$ cat src/rtl/write_lock_guard.sv
module write_lock_guard #(
  parameter int AW = 11,
  parameter int DW = 8,
  parameter int WINDOW = 16,
  parameter logic [AW-1:0] ADDR_A = 11'h555,
  parameter logic [AW-1:0] ADDR_B = 11'h2AA,
  parameter logic [DW-1:0] KEY1 = 8'hAA,
  parameter logic [DW-1:0] KEY2 = 8'h55,
  parameter logic [DW-1:0] SET_CODE = 8'hA0,
  parameter logic [DW-1:0] CLR_PRE = 8'h80,
  parameter logic [DW-1:0] CLR_CODE = 8'h20
) (
  input  logic          clk,
  input  logic          rst_n,
  input  logic          nv_init,
  input  logic          wr_stb,
  input  logic [AW-1:0] wr_addr,
  input  logic [DW-1:0] wr_data,
  input  logic          erase_req,
  output logic          locked,
  output logic          wr_permit,
  output logic          erase_permit
);
  localparam int CW = $clog2(WINDOW + 1);

  logic [2:0]    step, step_n;
  logic          grant, burst, lock_q;
  logic [CW-1:0] idle;
  logic          set_ev, clr_ev;

  wire on_a    = (wr_addr == ADDR_A);
  wire hit_k1  = on_a && (wr_data == KEY1);
  wire hit_k2  = (wr_addr == ADDR_B) && (wr_data == KEY2);

  always_comb begin
    step_n = 3'd0;
    set_ev = 1'b0;
    clr_ev = 1'b0;
    case (step)
      3'd0: if (hit_k1) step_n = 3'd1;
      3'd1: if (hit_k2) step_n = 3'd2;
      3'd2: begin
        if (on_a && wr_data == SET_CODE) set_ev = 1'b1;
        else if (on_a && wr_data == CLR_PRE) step_n = 3'd3;
      end
      3'd3: if (hit_k1) step_n = 3'd4;
      3'd4: if (hit_k2) step_n = 3'd5;
      3'd5: if (on_a && wr_data == CLR_CODE) clr_ev = 1'b1;
      default: step_n = 3'd0;
    endcase
  end

  always_ff @(posedge clk or negedge rst_n) begin
    if (!rst_n) begin
      step  <= 3'd0;
      burst <= 1'b0;
      grant <= 1'b0;
      idle  <= '0;
    end else if (wr_stb) begin
      step  <= step_n;
      burst <= 1'b1;
      idle  <= '0;
      if (set_ev) grant <= 1'b1;
      else if (clr_ev) grant <= 1'b0;
    end else if (burst) begin
      if (idle == CW'(WINDOW - 1)) begin
        burst <= 1'b0;
        step  <= 3'd0;
        grant <= 1'b0;
      end else begin
        idle <= idle + 1'b1;
      end
    end
  end

  always_ff @(posedge clk) begin
    if (nv_init) lock_q <= 1'b0;
    else if (wr_stb && set_ev) lock_q <= 1'b1;
    else if (wr_stb && clr_ev) lock_q <= 1'b0;
  end

  assign locked       = lock_q;
  assign wr_permit    = wr_stb && (!lock_q || grant);
  assign erase_permit = erase_req && !lock_q;
endmodule

$ cat config.mk
export PLATFORM = sky130hd
export DESIGN_NAME = write_lock_guard
export DESIGN_NICKNAME = d
export VERILOG_FILES = /design/src/rtl/write_lock_guard.sv
export SDC_FILE = /design/constraint.sdc
export NUM_CORES = 1
export LEC_CHECK = 0
export ABC_AREA = 0
export CELL_PAD_IN_SITES_DETAIL_PLACEMENT = 0
export CELL_PAD_IN_SITES_GLOBAL_PLACEMENT = 1
export CORE_MARGIN = 5
export CORE_UTILIZATION = 47
export DETAILED_ROUTE_END_ITERATION = 10
export DONT_BUFFER_PORTS = 1
export GPL_ROUTABILITY_DRIVEN = 0
export PLACE_DENSITY = 0.9
export RECOVER_POWER = 50
export SYNTH_ARGS = -nofsm -noshare
export SYNTH_HDL_FRONTEND = slang
export SYNTH_SLANG_ARGS = --single-unit
$ cat constraint.sdc
create_clock -name clk -period 3.25 [get_ports clk]
set_clock_uncertainty 0.05 [all_clocks]
set_input_delay 0.1625 -clock clk [delete_from_list [all_inputs] [get_ports clk]]
set_output_delay 0.1625 -clock clk [all_outputs]
set_load 0.02 [all_outputs]
Word-level counts from Yosys, hierarchy flattened --
Index checks and enable logic that the tools add are counted.
Operators by class: reduce and logical (&&, ||, !) cells 18, add/subtract/negate cells 1, eq/ne operators 15, muxes and demuxes 27
Operator list (number):
- 8-bit equality test, second input constant | 3
- 1-bit two-way mux | 15
- 3-bit two-way mux | 5
- 5-bit two-way mux | 3
- 3-bit case mux with 5 select lines | 1
- 11-bit by 10-bit equality test with 1-bit output, second input constant | 1
- 11-bit equality test, second input constant | 1
- 1-bit logical AND | 9
- 8-bit by 6-bit equality test with 1-bit output, second input constant | 1
- 8-bit by 7-bit equality test with 1-bit output, second input constant | 1
- 3-bit by 2-bit equality test with 1-bit output, second input constant | 2
- 3-bit equality test, second input constant | 2
- 2-bit two-way mux | 3
- 2-bit nonzero test | 3
- 5-bit by 1-bit adder with 5-bit output, second input constant | 1
- 5-bit by 4-bit equality test with 1-bit output, second input constant | 1
- 2-bit AND reduction | 2
- 3-bit by 1-bit equality test with 1-bit output, second input constant | 1
- 3-bit logical NOT | 1
- 3-bit by 1-bit inequality test with 1-bit output, second input constant | 1
- 3-bit AND reduction | 1
- 2-bit inequality test, second input constant | 1
- 1-bit logical NOT | 1
- 1-bit logical OR | 1
Storage, ports and cells: output and inout port bits 3, flip-flop bits (word level) 11

Longest topological paths before layout --
word-level depth 7, depth in mapped cells 8

Worst setup path after synthesis --
Ideal clock, no wire load.
kind register -> register, from reg idle[0], to reg idle[3], stages on the path, launching flop included 9, data required time 3.069 ns, arrival time 1.585 ns, slack 1.484 ns, cell sequence dfrtp_1 > ha_1 > and3_1 > ha_1 > nor2b_1 > clkbuf_1 > nand4_1 > xor2_1 > nor2_1
Between the ends: word-level cells in the longest chain between the ends 4, elaborated cells on any way between the ends 7, those cells by class add/sub: 1; eq/ne: 2; mux: 3; reduce/logical: 1
Ends and longest elaborated chain:
- start: declaration | RTL line 28 | logic [CW-1:0] idle;
- start signal: assignment | RTL line 71 | idle <= idle + 1'b1;
- 5-bit by 1-bit adder with 5-bit output | RTL line 71
- 5-bit two-way mux | RTL line 66 | if (idle == CW'(WINDOW - 1)) begin
- 5-bit two-way mux | RTL line 65 | end else if (burst) begin
- 5-bit two-way mux | RTL line 59 | end else if (wr_stb) begin
Several ways; a longest one is shown, not always the timed one. The select of a mux whose other input is x is not followed. A chain may end at the register's enable or synchronous reset.

Worst setup path after layout --
Ends and elaborated chain as after synthesis.

==> flow_summary.ini <==
[synthesis]
yosysTopAreaCell = dfrtp_1
synth_top_area_share_pct = 32.4
ys_seq_area_share_pct = 35.0
ys_ff_latch = 11
synth_cell_types = 41
syn_nets = 108
syn_area_per_cell_sq_um = 9.41
yosysWarnings = 0
postSynth.asyncResetShare_pct = 90.9
syn-cell-area_sq_um = 772
yosys-top-cells-area = dfrtp_1 (32%), nor4b_1 (6.8%), nand4_1 (4.9%)
postSynthCellCount = 82
synthFlopType = dfrtp_1
synth_edf_count = 0

[cells_and_area]
mostFrequentLayoutCell = dfrtp_1
nNetsFinal = 115
n_antenna_cell = 0
final_layout_size_suffix_gt1_share_pct = 12.5
nFillCells = 145
final-seq-area_sq_um = 270
areaGrowthSynthToFinish_pct = 10.2
most-common-layout-cells = dfrtp_1 (10), nor4b_1 (6), nand4_1 (6)
final_cells = 104
multi_input_area_sq_um = 479

[pwr]
power.share.switching_pct = 23.1
leakagePower_nw = 0.327
pwr-share-clk_pct = 33.8
internal-power_mw = 0.205
power_frac_seq_pct = 54.4
peakVddDrop_uv = 254
combPwrFrac_pct = 11.8
p_per_area_nw_per_um2 = 313
p_sw_mw = 0.0616

[hold_path]
hold_start = wr_stb
hold_end = grant
hold_path_depth = 2
min-delay-path-class = primary input to flop

[worst_setup_path]
rr_startpoint = idle[0]
path_cells = ha_1, and3_1, ha_1, nor2b_1, nand4_1, xor2_1, nor2_1
crit_path_end_kind = flop
reg2reg_depth = 7
max_stage_delay_ns = 0.40
cpMostUsedCell = ha_1
r2r_end = idle[3]
startpoint_type = flop
critical_path_class = flop to flop
cp.required_ns = 3.35
r2r_slack_ns = 1.32
cp.arrival_ns = 2.03
cp_max_fo = 7
crit_slowest_cell = dfrtp_1

[place]
dp.cells = 96
io_buffers = 0
post-dp-hpwl_mm = 1.41

[die]
coreArea_sq_um = 1520
initial_utilization_pct = 50.7
die-area_sq_um = 2550
ioPinCount = 27
rows = 14
die_y_um = 50.5
chipWidth_um = 50.5

[sta]
setup_tns_ns = 0
fmax_ghz = 0.518
worst_pin_slew_ns = 0.719
slew_violations = 0
rsz0062_at_grt = false
hold_violations = 0
relSlewSlack_pct = 51.4
timing.hold.ws_ns = 0.00585
setup_viol = 0
period_minus_slack_ns = 1.93
post-route-period-util_pct = 59.4

[routing]
drt_wl_total_mm = 1.76
drc = 0
avgRoutedWirePerCell_um = 16.9
dr.pass1.iters = 4
num_vias = 675
final_antenna_net_count = 0
avgViaCountPerCell = 6.49
drtIter0Drc = 16

[global_route]
grt_pass1_vias = 690
antenna_found_initial = 0
grt_usage_pct = 14.7
grt_pass1_wl_mm = 2.97
globalRoute.totalOverflow = 0
grt_max_degree = 11

[clocking]
clk_latency_ns = 0.27
htree_levels = 1
cts_buffer_depth = 2
clk_pin_slew_ns = 0.07
clock-sinks = 11
cts_setup_buffers = 0
cts_buffers = 3
root_buffer = clkbuf_4
cts_tree = yes
ctsResizeCount = 0

[run]
maxCapViolCount = 0

[run_status]
outcome = finished, final reports clean
[registers in the layout, summed over array words and instances, names as in the netlist]
signal	count
idle	5
step	3
burst	1
grant	1
locked	1
[synthesized netlist by cell type, types with 2 or more instances]
cell type	number
nand4_1	6
dfrtp_1	10
xor2_1	2
nor2_1	5
nor4bb_1	2
and4b_2	2
a21oi_1	2
clkbuf_1	2
inv_1	4
nand3_1	2
nor4b_1	6
or4_4	2
nor2b_1	4
ha_1	2
nand2_1	5
[layer usage]
layer | GRT usage (%) | share of wire, %
met3 | 5.33 | 7.3
met4 | 2.55 | 0.23
met1 | 19.8 | 45
met5 | 0 | 0
met2 | 22.9 | 48
[critical path, delay by kind of cell, from the launching register on]
kind	cells	cell delay, ns
and+or+nand+nor	4	0.80
adders and majority gates	2	0.41
DFF	1	0.40
xor gates and xnor gates	1	0.17
[layout make-up]
cell class	count	area share, %
repair buffers	4	4.71
clock buffers	4	3.09
multi-input cells	65	56.3
flip-flops and latches	11	31.8
well taps	16	2.35
inverters	4	1.76
[power groups by stage]
stage,registers (mW),clock network (mW),logic [mW]
global route,0.146,0.103,0.0362
finish,0.145,0.0900,0.0313
global placement,0.147,0,0.0237
CTS,0.145,0.0933,0.0318
detailed placement,0.148,0,0.0243
floorplan,0.147,0,0.0224
[through the flow]
step / util [%] / total power [mW] / setup slack, ns / cell area [sq um]
2_1_floorplan: - / 0.169 / 1.48 / 772
3_3_place_gp: 51.5 / 0.171 / 1.41 / 785
3_5_place_dp: 51.5 / 0.172 / 1.33 / 785
4_1_cts: 55.8 / 0.270 / 1.31 / 851
5_1_grt: 55.8 / 0.285 / 1.11 / 851
6_report: 55.8 / 0.266 / 1.32 / 851
[timing repair]
action / CTS / global route
endpoints found under the hold margin: 18 / 0
hold buffers: 4 / 0
endpoints found under the setup margin: 0 / 0
[how the worst max path moves through the flow]
stage,cells past startpoint,end,start
6_report,7,idle[3],idle[0]
5_1_grt,7,idle[3],idle[0]
4_1_cts,7,idle[3],idle[0]
3_5_place_dp,7,idle[3],idle[0]
3_3_place_gp,7,idle[3],idle[0]
2_1_floorplan,8,idle[3],idle[0]
[kinds of logic after synthesis]
kind of cell             after synthesis  share of synthesized area, %
AND/OR/NAND/NOR                       44                          39.4
adder cells (fa/ha/maj)                2                          3.24
XOR/XNOR                               3                          3.40
buffers and inverters                  6                          2.92
flip-flops                            11                          35.0
AO/OA/AOI/OAI                         14                          13.3
multiplexers                           2                          2.76
Note: power is estimated with default switching activity, not from simulation.
